--- src/rtl/adc_rd_pkg.sv ---
package adc_rd_pkg;

  typedef enum logic [1:0] {
    ST_IDLE  = 2'd0,
    ST_WAIT  = 2'd1,
    ST_SHIFT = 2'd2
  } rd_state_t;

  // Chip select must cover both the deselect time and the acquisition time.
  function automatic int gap_cycles(input int csh, input int acq);
    return (csh > acq) ? csh : acq;
  endfunction

  // One marker bit followed by the data bits.
  function automatic int frame_edges(input int res);
    return res + 1;
  endfunction

endpackage

--- src/rtl/adc_rd_sync.sv ---
module adc_rd_sync #(
  parameter int STAGES = 2
) (
  input  logic clk,
  input  logic rst,
  input  logic d,
  output logic q
);
  logic [STAGES-1:0] r;

  always_ff @(posedge clk) begin
    if (rst) begin
      r <= '0;
    end else begin
      r[0] <= d;
      for (int i = 1; i < STAGES; i++) r[i] <= r[i-1];
    end
  end

  assign q = r[STAGES-1];
endmodule

--- src/rtl/adc_rd_sclk_gen.sv ---
module adc_rd_sclk_gen #(
  parameter int HALF_CYC = 60
) (
  input  logic clk,
  input  logic rst,
  input  logic en,
  output logic sclk,
  output logic rise_evt,
  output logic fall_evt
);
  localparam int CW = $clog2(HALF_CYC);

  logic [CW-1:0] cnt;
  logic          ph;
  logic          tick;

  assign tick     = en && (cnt == CW'(HALF_CYC - 1));
  assign rise_evt = tick && !ph;
  assign fall_evt = tick && ph;
  assign sclk     = ph;

  always_ff @(posedge clk) begin
    if (rst || !en) begin
      cnt <= '0;
      ph  <= 1'b0;
    end else if (tick) begin
      cnt <= '0;
      ph  <= ~ph;
    end else begin
      cnt <= cnt + 1'b1;
    end
  end
endmodule

--- src/rtl/adc_rd_capture.sv ---
module adc_rd_capture #(
  parameter int BITS = 10
) (
  input  logic            clk,
  input  logic            rst,
  input  logic            clr,
  input  logic            shift_en,
  input  logic            din,
  output logic [BITS-1:0] word
);
  always_ff @(posedge clk) begin
    if (rst || clr) word <= '0;
    else if (shift_en) word <= {word[BITS-2:0], din};
  end
endmodule

--- src/rtl/adc_rd_ctrl.sv ---
module adc_rd_ctrl
  import adc_rd_pkg::*;
#(
  parameter int CLK_NS      = 4,
  parameter int HALF_CYC    = 60,
  parameter int CSH_CYC     = 60,
  parameter int ACQ_CYC     = 375,
  parameter int TIMEOUT_CYC = 2000,
  parameter int SYNC_STAGES = 2,
  parameter int RES_BITS    = 10
) (
  input  logic                clk,
  input  logic                rst,
  input  logic                start_i,
  input  logic                sleep_i,
  output logic                busy_o,
  output logic                cs_n_o,
  output logic                sclk_o,
  input  logic                sdata_i,
  output logic                shdn_n_o,
  output logic [RES_BITS-1:0] result_o,
  output logic                valid_o,
  output logic                timeout_o
);
  localparam int GAP_CYC = gap_cycles(CSH_CYC, ACQ_CYC);
  localparam int GAP_W   = $clog2(GAP_CYC + 1);
  localparam int TMO_W   = $clog2(TIMEOUT_CYC);
  localparam int EDGES   = frame_edges(RES_BITS);
  localparam int EDGE_W  = $clog2(EDGES + 1);
  localparam int PIPE    = SYNC_STAGES + 1;

  // Parameter limits against the converter timing.
  if (HALF_CYC * CLK_NS < 200) begin : g_bad_phase
    $error("serial clock phase shorter than 200 ns");
  end
  if (2 * HALF_CYC * CLK_NS * 21 < 10000) begin : g_bad_rate
    $error("serial clock faster than 2.1 MHz");
  end
  if (CSH_CYC * CLK_NS < 240) begin : g_bad_csh
    $error("chip select high time below 240 ns");
  end
  if (ACQ_CYC * CLK_NS < 1500) begin : g_bad_acq
    $error("acquisition time below 1.5 us");
  end
  if (TIMEOUT_CYC * CLK_NS <= 7500) begin : g_bad_tmo
    $error("timeout not above the 7.5 us conversion time");
  end
  if (HALF_CYC <= PIPE + 1) begin : g_bad_sync
    $error("serial clock phase too short for the synchronizer");
  end

  rd_state_t           state;
  logic [TMO_W-1:0]    wcnt;
  logic [GAP_W-1:0]    gcnt;
  logic [EDGE_W-1:0]   edge_cnt;
  logic [PIPE-1:0]     samp_pipe;
  logic                shdn_q;
  logic [RES_BITS-1:0] word;

  // Named internal events.
  logic sd_sync;
  logic rise_evt, fall_evt;
  logic gap_done, start_accept, eoc_seen, tmo_hit, frame_done, samp_stb;

  adc_rd_sync #(.STAGES(SYNC_STAGES)) u_sync (
    .clk(clk), .rst(rst), .d(sdata_i), .q(sd_sync)
  );

  adc_rd_sclk_gen #(.HALF_CYC(HALF_CYC)) u_sclk (
    .clk(clk), .rst(rst), .en(state == ST_SHIFT),
    .sclk(sclk_o), .rise_evt(rise_evt), .fall_evt(fall_evt)
  );

  assign gap_done     = (gcnt == GAP_W'(GAP_CYC));
  assign start_accept = (state == ST_IDLE) && gap_done && shdn_q && start_i;
  assign eoc_seen     = (state == ST_WAIT) && sd_sync;
  assign tmo_hit      = (state == ST_WAIT) && !sd_sync && (wcnt == TMO_W'(TIMEOUT_CYC - 1));
  assign frame_done   = (state == ST_SHIFT) && fall_evt && (edge_cnt == EDGE_W'(EDGES - 1));
  assign samp_stb     = samp_pipe[PIPE-1];

  adc_rd_capture #(.BITS(RES_BITS)) u_cap (
    .clk(clk), .rst(rst), .clr(start_accept), .shift_en(samp_stb),
    .din(sd_sync), .word(word)
  );

  // Delay the rising-edge event by the synchronizer latency before sampling.
  always_ff @(posedge clk) begin
    if (rst) samp_pipe <= '0;
    else     samp_pipe <= {samp_pipe[PIPE-2:0], rise_evt};
  end

  always_ff @(posedge clk) begin
    if (rst) shdn_q <= 1'b1;
    else     shdn_q <= ~sleep_i;
  end
  assign shdn_n_o = shdn_q;

  // Cycles since chip select went high, saturating at the gap.
  always_ff @(posedge clk) begin
    if (rst || !cs_n_o)  gcnt <= '0;
    else if (!gap_done)  gcnt <= gcnt + 1'b1;
  end

  always_ff @(posedge clk) begin
    if (rst) begin
      state     <= ST_IDLE;
      cs_n_o    <= 1'b1;
      wcnt      <= '0;
      edge_cnt  <= '0;
      result_o  <= '0;
      valid_o   <= 1'b0;
      timeout_o <= 1'b0;
    end else begin
      valid_o   <= 1'b0;
      timeout_o <= 1'b0;
      unique case (state)
        ST_IDLE: begin
          if (start_accept) begin
            state    <= ST_WAIT;
            cs_n_o   <= 1'b0;
            wcnt     <= '0;
            edge_cnt <= '0;
          end
        end
        ST_WAIT: begin
          if (eoc_seen) begin
            state <= ST_SHIFT;
          end else if (tmo_hit) begin
            state     <= ST_IDLE;
            cs_n_o    <= 1'b1;
            timeout_o <= 1'b1;
          end else begin
            wcnt <= wcnt + 1'b1;
          end
        end
        ST_SHIFT: begin
          if (fall_evt) edge_cnt <= edge_cnt + 1'b1;
          if (frame_done) begin
            state    <= ST_IDLE;
            cs_n_o   <= 1'b1;
            result_o <= word;
            valid_o  <= 1'b1;
          end
        end
        default: state <= ST_IDLE;
      endcase
    end
  end

  assign busy_o = (state != ST_IDLE) || !gap_done;

endmodule

--- config.mk ---
export PLATFORM = sky130hd
export DESIGN_NAME = adc_rd_ctrl
export DESIGN_NICKNAME = d
export VERILOG_FILES = /design/src/rtl/adc_rd_pkg.sv /design/src/rtl/adc_rd_sync.sv /design/src/rtl/adc_rd_sclk_gen.sv /design/src/rtl/adc_rd_capture.sv /design/src/rtl/adc_rd_ctrl.sv
export SDC_FILE = /design/constraint.sdc
export NUM_CORES = 1
export LEC_CHECK = 0
export BUFFER_PORTS_ARGS = -buffer_cell sky130_fd_sc_hd__buf_4
export CORE_ASPECT_RATIO = 2
export CORE_UTILIZATION = 55
export DETAILED_ROUTE_END_ITERATION = 6
export GPL_ROUTABILITY_DRIVEN = 0
export HOLD_SLACK_MARGIN = 0.08
export PLACE_DENSITY = 0.75
export SKIP_LAST_GASP = 1
export SYNTH_ARGS = -nofsm -noshare
export SYNTH_HDL_FRONTEND = slang
export SYNTH_SLANG_ARGS = --single-unit
--- constraint.sdc ---
create_clock -name clk -period 5.7 [get_ports clk]
set_input_delay 0.285 -clock clk [delete_from_list [all_inputs] [get_ports clk]]
set_output_delay 0.285 -clock clk [all_outputs]
set_load 0.02 [all_outputs]
==> impl_metrics.env, run 1 <==
export IMPL_clk_latency_ns=0.35
export IMPL_cts_buffers_inserted=9
export IMPL_final_hold_viol_count=0
export IMPL_synthArstFlopShare_pct=0
export IMPL_ys_flop_type="dfxtp_1"
export IMPL_synth_edf_count=0
export IMPL_grt_pass1_wl_mm=9.47
export IMPL_crit_path_start_kind="register"
export IMPL_cts_sinks=62
export IMPL_outcome="finished clean"
export IMPL_cts_repair_resized=0
export IMPL_htreeDepth=3
export IMPL_die_h_um=104
export IMPL_ctsHoldBuffers=0
export IMPL_nets=329
export IMPL_diodes=0
export IMPL_core_sq_um=4910
export IMPL_maxCapViolCount=0
export IMPL_maxSlewViolCount=0
export IMPL_yosysSeqAreaShare_pct=43.6
export IMPL_dieArea_sq_um=5490
export IMPL_ios=21
export IMPL_yosysWarnings=0
export IMPL_cts_setup_buffers=0
export IMPL_first_global_vias=2184
export IMPL_initial_core_util_pct=58.0
export IMPL_max_freq_mhz=403
export IMPL_setup_viol=0
export IMPL_syn_avg_cell_area_sq_um=9.43
export IMPL_min_path_type="input port to register"
export IMPL_finalNonFillerCells=378
export IMPL_drive_above_1_share_pct=14.0
export IMPL_power_leakage_nw=1.19
export IMPL_arrival_ns=2.76
export IMPL_ir_drop_mv=0.355
export IMPL_setup_tns_ns=0
export IMPL_finalClockSkew_ns=0.00754
export IMPL_synth_nets=315
export IMPL_grt_max_degree=32
export IMPL_ys_ff_latch=62
export IMPL_layout_common_cells="62 x dfxtp_1, 39 x nor2_1, 25 x mux2i_1"
export IMPL_die_w_um=52.9
export IMPL_final_common_cell="dfxtp_1"
export IMPL_cp_end_kind="register"
export IMPL_p_per_area_nw_per_um2=273
export IMPL_cp_required_ns=5.98
export IMPL_netlist_area_sq_um=2850
export IMPL_utilization_pct=65.0
export IMPL_areaGrowthSynthToFinish_pct=12.1
export IMPL_fp_row_count=36
export IMPL_port_buffers=20
export IMPL_slew_headroom_pct=22.5
export IMPL_hpwl_mm=3.85
export IMPL_drc=0
export IMPL_finalCritPeriodShare_pct=43.6
export IMPL_netlist_instances=302
export IMPL_firstDrtPassIters=4
export IMPL_post_route_min_period_ns=2.48
export IMPL_clk_pin_slew_ns=0.07
export IMPL_cp_max_fo=11
export IMPL_synth_cell_types=47
export IMPL_worst_pin_slew_ns=1.16
export IMPL_drtIter0Drc=55
export IMPL_rsz0062_at_grt="false"
export IMPL_drt_wl_total_mm=5.63
export IMPL_detail_route_vias_per_cell=5.94
export IMPL_ant_nets=0
export IMPL_overflow=0
export IMPL_place_inst=362
export IMPL_clk_path_buf_depth=2
export IMPL_cts_tree="yes"
export IMPL_root_buffer="clkbuf_8"
export IMPL_grtUsageTotal_pct=23.3
export IMPL_antenna_found_initial=0
export IMPL_wire_per_inst_um=14.9
export IMPL_critPathKind="register to register"
export IMPL_vias=2247
per-stage QoR:
| step | setup slack [ns] | cell area (sq um) | hold slack, ns | power [mW] |
|---|---|---|---|---|
| floorplan | 3.90 | 2850 | 0.359 | 0.460 |
| CTS | 3.21 | 3190 | 0.0960 | 0.879 |
| finish | 3.22 | 3190 | 0.110 | 0.872 |
| global route | 3.01 | 3190 | 0.0888 | 0.900 |
| global placement | 3.29 | 2980 | 0.420 | 0.466 |
| detailed placement | 3.21 | 2980 | 0.430 | 0.466 |
cell usage after synthesis, types with 7 or more instances:
| cell | number | area share (%) |
|---|---|---|
| inv_1 | 10 | 1.3 |
| mux2i_1 | 25 | 8.8 |
| nand2b_1 | 8 | 1.8 |
| a21oi_1 | 15 | 2.6 |
| clkbuf_1 | 9 | 1.2 |
| nand2_1 | 15 | 2.0 |
| dfxtp_1 | 62 | 44 |
| ha_1 | 8 | 3.5 |
| nor2_1 | 39 | 5.1 |
| nand3_1 | 9 | 1.6 |
| o21ai_0 | 7 | 1.2 |
critical path: stages, from the launching register on:
cell and delay (ns):
dfxtp_1 0.33, inv_1 0.08, ha_1 0.35, and4b_1 0.31
nand4_1 0.64, a211oi_1 0.50, mux2i_1 0.22
final cells by class:
class / count / area [sq um]
fill: 415 / 1720
timing repair buffer: 20 / 150
clock buffer: 10 / 128
tap: 57 / 71.3
sequential: 62 / 1240
inverter: 10 / 37.5
multi-input combinational: 213 / 1480
clock inverter: 6 / 86.3
flip-flops by register name, summed over array words and instances (netlist names):
signal / flops
samp_pipe: 3
cs_n_o: 1
edge_cnt: 4
u_sclk.sclk: 1
timeout_o: 1
valid_o: 1
u_cap.word: 10
u_sync.r: 2
shdn_n_o: 1
gcnt: 9
state: 2
wcnt: 11
u_sclk.cnt: 6
result_o: 10
per-layer routing:
layer | wire length, um | vias to the layer above | global-route usage [%]
li1 | - | 1130 | -
met2 | 3020 | 36 | 39.1
met5 | 0 | - | 0
met1 | 2260 | 1066 | 23.8
met3 | 192 | 15 | 7.64
met4 | 168 | 0 | 13.7
path summary, 6_finish.rpt:
| path | startpoint | cells after the start | slack, ns | to |
|---|---|---|---|---|
| worst max-delay path | state[0] | 6 | 3.22 | cs_n_o |
| worst min-delay path | sleep_i | 2 | 0.11 | shdn_n_o |
| worst max register to register | state[0] | 6 | 3.22 | cs_n_o |
| worst min register to register | samp_pipe[1] | 1 | 0.44 | samp_pipe[2] |
power by group:
part	leakage, nW	switching (mW)	internal [mW]
Clock	0.106	0.171	0.245
Combinational	0.578	0.0114	0.00648
Sequential	0.501	0.00217	0.436
Total	1.19	0.184	0.688
cells by family (layout without fill, tap and decap cells):
family / count (synthesis) / count (layout) / synth area share, %
xor gates and xnor gates: 9 / 9 / 2.77
AOI/OAI and AO/OA: 60 / 60 / 16.1
adders and majority gates: 8 / 8 / 3.52
DFF: 62 / 62 / 43.6
muxes: 25 / 25 / 8.79
and+or+nand+nor: 111 / 111 / 20.7
buffers and inverters: 27 / 46 / 4.53
Power figures use the tool's default switching activity.
==> run 2, diff against run 1 <==
Settings changed: ABC_AREA set to 1, CORE_UTILIZATION 55 to 53.
Clock period 5.7 ns to 2.1 ns, I/O delays scaled along.
==> impl_metrics.env, run 2 <==
export IMPL_outcome="finished clean"
export IMPL_fillers=465
export IMPL_netlist_area_sq_um=2810
export IMPL_maxSlewViolCount=0
export IMPL_yosysWarnings=0
export IMPL_p_per_area_nw_per_um2=698
export IMPL_worstReg2RegEnd="edge_cnt[0]"
export IMPL_nets=433
export IMPL_synth_area_leaders="dfxtp_1 44%, nand2_1 12%, nor2_1 7.6%"
export IMPL_critPathKind="register to register"
export IMPL_timing_rr_start="gcnt[1]"
export IMPL_drc=0
export IMPL_cts_setup_buffers=0
export IMPL_fp_row_count=37
export IMPL_cts_sinks=62
export IMPL_dieArea_sq_um=5620
export IMPL_top_register="wcnt"
export IMPL_reg_top3="wcnt: 11 flops, result_o: 10 flops, u_cap.word: 10 flops"
export IMPL_cp_required_ns=2.35
export IMPL_grt_busiest_layer="met2"
export IMPL_ios=21
export IMPL_first_global_vias=2433
export IMPL_largest_register_ffs=11
export IMPL_port_buffers=20
export IMPL_root_buffer="clkbuf_8"
export IMPL_gr_usage_met2_pct=43.0
export IMPL_grt_pass1_wl_mm=10.2
export IMPL_synth_common_cells="87 x nand2_1, 62 x dfxtp_1, 57 x nor2_1"
export IMPL_rsz0062_at_grt="false"
export IMPL_die_h_um=105
export IMPL_synth_edf_count=0
export IMPL_setup_viol=0
export IMPL_ys_flop_type="dfxtp_1"
export IMPL_detail_route_vias_per_cell=5.28
export IMPL_syn_avg_cell_area_sq_um=7.18
export IMPL_regToRegSetupSlack_ns=0.23
export IMPL_final_common_cell="nand2_1"
export IMPL_clk_path_buf_depth=2
export IMPL_r2r_cells=8
export IMPL_layout_common_cells="87 x nand2_1, 62 x dfxtp_1, 57 x nor2_1"
export IMPL_firstDrtPassIters=4
export IMPL_power_leakage_nw=1.26
export IMPL_hpwl_mm=4.33
export IMPL_met1_usage_pct=25.3
export IMPL_clk_latency_ns=0.35
export IMPL_cp_end_kind="register"
export IMPL_utilization_pct=63.1
export IMPL_arrival_ns=2.12
export IMPL_cts_tree="yes"
export IMPL_slew_headroom_pct=69.7
export IMPL_post_route_min_period_ns=1.87
export IMPL_cts_buffers_inserted=9
export IMPL_wire_per_inst_um=12.5
export IMPL_core_sq_um=5140
export IMPL_overflow=0
export IMPL_synth_cell_types=33
export IMPL_htreeDepth=3
export IMPL_grt_max_degree=20
export IMPL_yosysSeqAreaShare_pct=44.1
export IMPL_finalCritPeriodShare_pct=89.2
export IMPL_synth_nets=405
export IMPL_maxCapViolCount=0
export IMPL_die_w_um=53.5
export IMPL_synthArstFlopShare_pct=0
export IMPL_startpoint="gcnt[1]"
export IMPL_finalClockSkew_ns=0.0103
export IMPL_ys_ff_latch=62
export IMPL_max_freq_mhz=534
export IMPL_netlist_area_leader_share_pct=44.1
export IMPL_netlist_instances=392
export IMPL_drt_wl_total_mm=6.03
export IMPL_diodes=0
export IMPL_drive_above_1_share_pct=11.3
export IMPL_worst_pin_slew_ns=0.453
export IMPL_endpoint="edge_cnt[0]"
export IMPL_min_path_type="input port to register"
export IMPL_antenna_found_initial=0
export IMPL_synth_area_leader_cell="dfxtp_1"
export IMPL_ir_drop_mv=0.797
export IMPL_areaGrowthSynthToFinish_pct=15.2
export IMPL_initial_core_util_pct=54.8
export IMPL_ant_nets=0
export IMPL_synth_most_common_cell="nand2_1"
export IMPL_setup_tns_ns=0
export IMPL_clk_pin_slew_ns=0.07
export IMPL_drtIter0Drc=88
export IMPL_crit_path_start_kind="register"
export IMPL_cp_max_fo=19
export IMPL_vias=2545
export IMPL_final_hold_viol_count=0
export IMPL_grtUsageTotal_pct=24.9
export IMPL_use_met3_pct=7.57
-- run 2: changes by cell type after synthesis, sizes merged, moves of 8 or more --
cell / previous run / this run
nand2: 15 / 89
inv: 10 / 43
mux2i: 25 / 0
a21oi: 15 / 38
nand3: 10 / 33
nor2: 39 / 59
o21ai: 7 / 17
nand2b: 8 / 0
-- run 2: area by class of cell --
cell class	count	area, sq um	area share (%)
Timing Repair Buffer	28	220	6.80
Inverter	45	169	5.21
Sequential cell	62	1240	38.3
Clock buffer	11	141	4.36
Multi-Input combinational cell	274	1350	41.6
Clock inverter	4	47.5	1.47
Tap cell	58	72.6	2.24
-- run 2: how the worst min path moves through the flow --
stage                       from       endpoint  cells after the start
floorplan                sleep_i       shdn_n_o                      1
global placement         sleep_i       shdn_n_o                      2
detailed placement       sleep_i       shdn_n_o                      2
CTS                      start_i  u_cap.word[7]                      4
global route        samp_pipe[1]   samp_pipe[2]                      2
finish                   start_i  u_cap.word[7]                      4
-- run 2: what timing repair did --
item / 4_1_cts / 5_1_grt
endpoints found under the hold margin: 15 / 0
hold buffers: 4 / 0
gates resized for setup: 0 / 0
-- run 2: critical path: stages, from the launching register on --
cell,delay (ns)
dfxtp_1,0.37
ha_1,0.22
nand2_1,0.08
nor2_2,0.13
nand3_4,0.13
o21bai_4,0.40
nand2_1,0.22
o21ai_1,0.17
nor2_1,0.05
-- run 2: power by group --
part | leakage, nW | internal (mW) | switching [mW] | total, mW
clock network | 0.0952 | 0.569 | 0.439 | 1.01
logic | 0.661 | 0.0255 | 0.0376 | 0.0632
registers | 0.501 | 1.18 | 0.00788 | 1.19
-- run 2: kinds of logic (layout without fill, tap and decap cells) --
kind of cell               Yosys count  in the layout  share of synthesized area (%)
and+or+nand+nor                    201            201                           30.9
DFF                                 62             62                           44.1
buffers and inverters               56             88                           7.96
adders and majority gates            8              8                           3.56
AOI/OAI and AO/OA                   58             58                           11.2
xor gates and xnor gates             7              7                           2.18
-- run 2: layer usage --
metal,part of all wire [%],vias up
li1,-,1315
met1,39,1181
met2,56,38
met3,2.9,11
met4,2.5,0
met5,0,-
-- run 2: per-stage QoR --
| step | hold WS, ns | power (mW) | setup WS, ns | area (sq um) | cells |
|---|---|---|---|---|---|
| after floorplan | 0.175 | 1.25 | 0.500 | 2810 | 392 |
| after global placement | 0.270 | 1.27 | 0.309 | 3010 | 463 |
| after detailed placement | 0.281 | 1.27 | 0.224 | 3010 | 463 |
| after CTS | 0.395 | 2.28 | 0.219 | 3240 | 482 |
| after global routing | 0.420 | 2.34 | 0.0112 | 3240 | 482 |
| final | 0.390 | 2.26 | 0.227 | 3240 | 482 |
==> run 3, diff against run 2 <==
Settings changed: CORE_UTILIZATION 53 to 54, PLACE_DENSITY 0.75 to 0.76, SKIP_LAST_GASP 1 to unset, SYNTH_HIERARCHICAL set to 1.
==> impl_metrics.env, run 3 <==
export IMPL_synth_cell_types=32
export IMPL_root_buffer="clkbuf_8"
export IMPL_fin_ws_ns=0.193
export IMPL_diodes=0
export IMPL_final_hold_viol_count=0
export IMPL_die_h_um=106
export IMPL_cts_sinks=62
export IMPL_finalCritPeriodShare_pct=90.8
export IMPL_final_common_cell="nor2_1"
export IMPL_startpoint="state[0]"
export IMPL_arrival_ns=2.14
export IMPL_ir_drop_mv=0.630
export IMPL_setup_tns_ns=0
export IMPL_finalClockSkew_ns=0.0114
export IMPL_synth_simple_area_share_pct=33.8
export IMPL_cpMaxStageDelayCell="dfxtp_1"
export IMPL_first_global_vias=2336
export IMPL_ys_flop_type="dfxtp_1"
export IMPL_grt_pass1_wl_mm=9.80
export IMPL_p_per_area_nw_per_um2=855
export IMPL_cp_required_ns=2.33
export IMPL_grtUsageTotal_pct=23.9
export IMPL_synth_edf_count=0
export IMPL_largest_register_ffs=11
export IMPL_synth_compound_gate_area_share_pct=8.63
export IMPL_outcome="finished clean"
export IMPL_ys_ff_latch=62
export IMPL_place_inst=495
export IMPL_drive_above_1_share_pct=11.9
export IMPL_netlist_area_leader_share_pct=42.6
export IMPL_ant_nets=0
export IMPL_htreeDepth=3
export IMPL_drc=0
export IMPL_overflow=0
export IMPL_hpwl_mm=4.34
export IMPL_power_leakage_nw=1.41
export IMPL_cp_common_cell="nor2_1"
export IMPL_syn_avg_cell_area_sq_um=6.97
export IMPL_synth_most_common_cell="nor2_1"
export IMPL_core_sq_um=5180
export IMPL_place_ws_ns=0.145
export IMPL_yosysWarnings=6
export IMPL_rsz0062_at_grt="false"
export IMPL_firstDrtPassIters=6
export IMPL_multi_input_area_sq_um=1410
export IMPL_synth_nets=433
export IMPL_post_route_min_period_ns=1.91
export IMPL_areaGrowthSynthToFinish_pct=15.2
export IMPL_wl_met2_mm=3.16
export IMPL_finalNonFillerCells=513
export IMPL_netlist_area_sq_um=2910
export IMPL_yosysSeqAreaShare_pct=42.6
export IMPL_synth_area_leaders="dfxtp_1 43%, nor2_1 12%, nand2_1 12%"
export IMPL_drtIter0Drc=99
export IMPL_fp_row_count=37
export IMPL_timing_rr_start="state[0]"
export IMPL_crit_path_max_incr_delay_ns=0.37
export IMPL_cts_tree="yes"
export IMPL_critPathKind="register to register"
export IMPL_clk_latency_ns=0.34
export IMPL_detail_route_vias_per_cell=5.17
export IMPL_cp_end_kind="register"
export IMPL_synth_mux_area_share_pct=0
export IMPL_cp_max_fo=12
export IMPL_top_register="wcnt"
export IMPL_worst_pin_slew_ns=0.617
export IMPL_netlist_instances=418
export IMPL_vias=2651
export IMPL_synthArstFlopShare_pct=0
export IMPL_synth_xor_area_share_pct=1.80
export IMPL_drt_wl_total_mm=5.99
export IMPL_initial_core_util_pct=56.2
export IMPL_maxSlewViolCount=0
export IMPL_worstReg2RegEnd="result_o[0]"
export IMPL_min_path_type="input port to register"
export IMPL_crit_path_start_kind="register"
export IMPL_die_w_um=53.9
export IMPL_clk_path_buf_depth=2
export IMPL_slew_headroom_pct=58.8
export IMPL_maxCapViolCount=0
export IMPL_max_freq_mhz=524
export IMPL_r2r_cells=13
export IMPL_setup_viol=0
export IMPL_wire_per_inst_um=11.7
export IMPL_endpoint="result_o[0]"
export IMPL_cts_buffers_inserted=9
export IMPL_synth_fa_ha_area_share_pct=4.30
export IMPL_regToRegSetupSlack_ns=0.19
export IMPL_drt_met1_wl_mm=2.37
export IMPL_synth_common_cells="93 x nor2_1, 91 x nand2_1, 62 x dfxtp_1"
export IMPL_clk_pin_slew_ns=0.06
export IMPL_nets=467
export IMPL_maxUsedRoutingLayer="met4"
export IMPL_dieArea_sq_um=5710
export IMPL_synth_top_family_by_area="simple AND/OR/NAND/NOR gates"
export IMPL_grt_max_degree=21
export IMPL_reg_top3="wcnt: 11 flops, result_o: 10 flops, u_cap/word: 10 flops"
export IMPL_synth_area_leader_cell="dfxtp_1"
export IMPL_antenna_found_initial=0
export IMPL_crit_path_cell_trace="inv_1, ha_1, nand2_1, nor2_4, nand3_1, inv_1, nand2_1, nor2_1, nand3_1, buf_4, clkinvlp_4, nor2_1, nor2_1"
export IMPL_ios=21
export IMPL_fillers=468
export IMPL_seq_area_sq_um=1240
export IMPL_port_buffers=20
export IMPL_finalPower_mw=2.87
export IMPL_layout_common_cells="93 x nor2_1, 91 x nand2_1, 62 x dfxtp_1"
export IMPL_wl_met3_um=264
-- run 3: final cells by class --
type | count | area share (%)
Multi-Input combinational cell | 291 | 42.1
Timing Repair Buffer | 31 | 7.23
Inverter | 57 | 6.49
Clock inverter | 2 | 1.04
Clock buffer | 12 | 4.03
Sequential cell | 62 | 37.0
Tap cell | 58 | 2.16
-- run 3: how the worst min path moves through the flow --
stage,from,end,slack [ns],cells after the start
3_5_place_dp,sleep_i,shdn_n_o,0.27,2
3_3_place_gp,sleep_i,shdn_n_o,0.28,2
4_1_cts,start_i,wcnt[4],0.29,5
2_1_floorplan,sleep_i,shdn_n_o,0.17,1
6_report,start_i,wcnt[4],0.30,5
5_1_grt,start_i,wcnt[4],0.34,5
-- run 3: repair_timing --
| action | in CTS | in global routing |
|---|---|---|
| buffers inserted | 0 | 0 |
| gates resized for setup | 0 | 1 |
| setup endpoints to repair | 0 | 10 |
| endpoints found under the hold margin | 13 | 0 |
| hold buffers | 4 | 0 |
-- run 3: stage by stage --
step | util [%] | hold WS (ns) | cell area, sq um
after floorplan | - | 0.174 | 2910
after global placement | 60.6 | 0.276 | 3140
after detailed placement | 60.6 | 0.272 | 3140
after CTS | 64.7 | 0.289 | 3350
after global routing | 64.7 | 0.338 | 3360
final | 64.7 | 0.302 | 3360
-- run 3: cells by family after synthesis --
family,after synthesis
AND/OR/NAND/NOR,230
flip-flops,62
buffers and inverters,65
adder cells (fa/ha/maj),10
XOR/XNOR,6
AO/OA/AOI/OAI,45
-- run 3: critical path: cells and delay by family (launching register included) --
family                     cells  cell delay (ns)
adders and majority gates      1             0.22
buffers and inverters          4             0.54
DFF                            1             0.37
and+or+nand+nor                8             0.66
-- run 3: power breakdown --
group	total, mW	switching (mW)	internal (mW)
Combinational	0.603	0.381	0.222
Clock	0.962	0.428	0.534
Sequential	1.31	0.0645	1.24
-- run 3: layer usage --
layer	vias up	GRT usage (%)
met4	0	12.8
met2	67	40.7
met5	-	0
met1	1198	24.1
met3	18	7.79
li1	1368	-
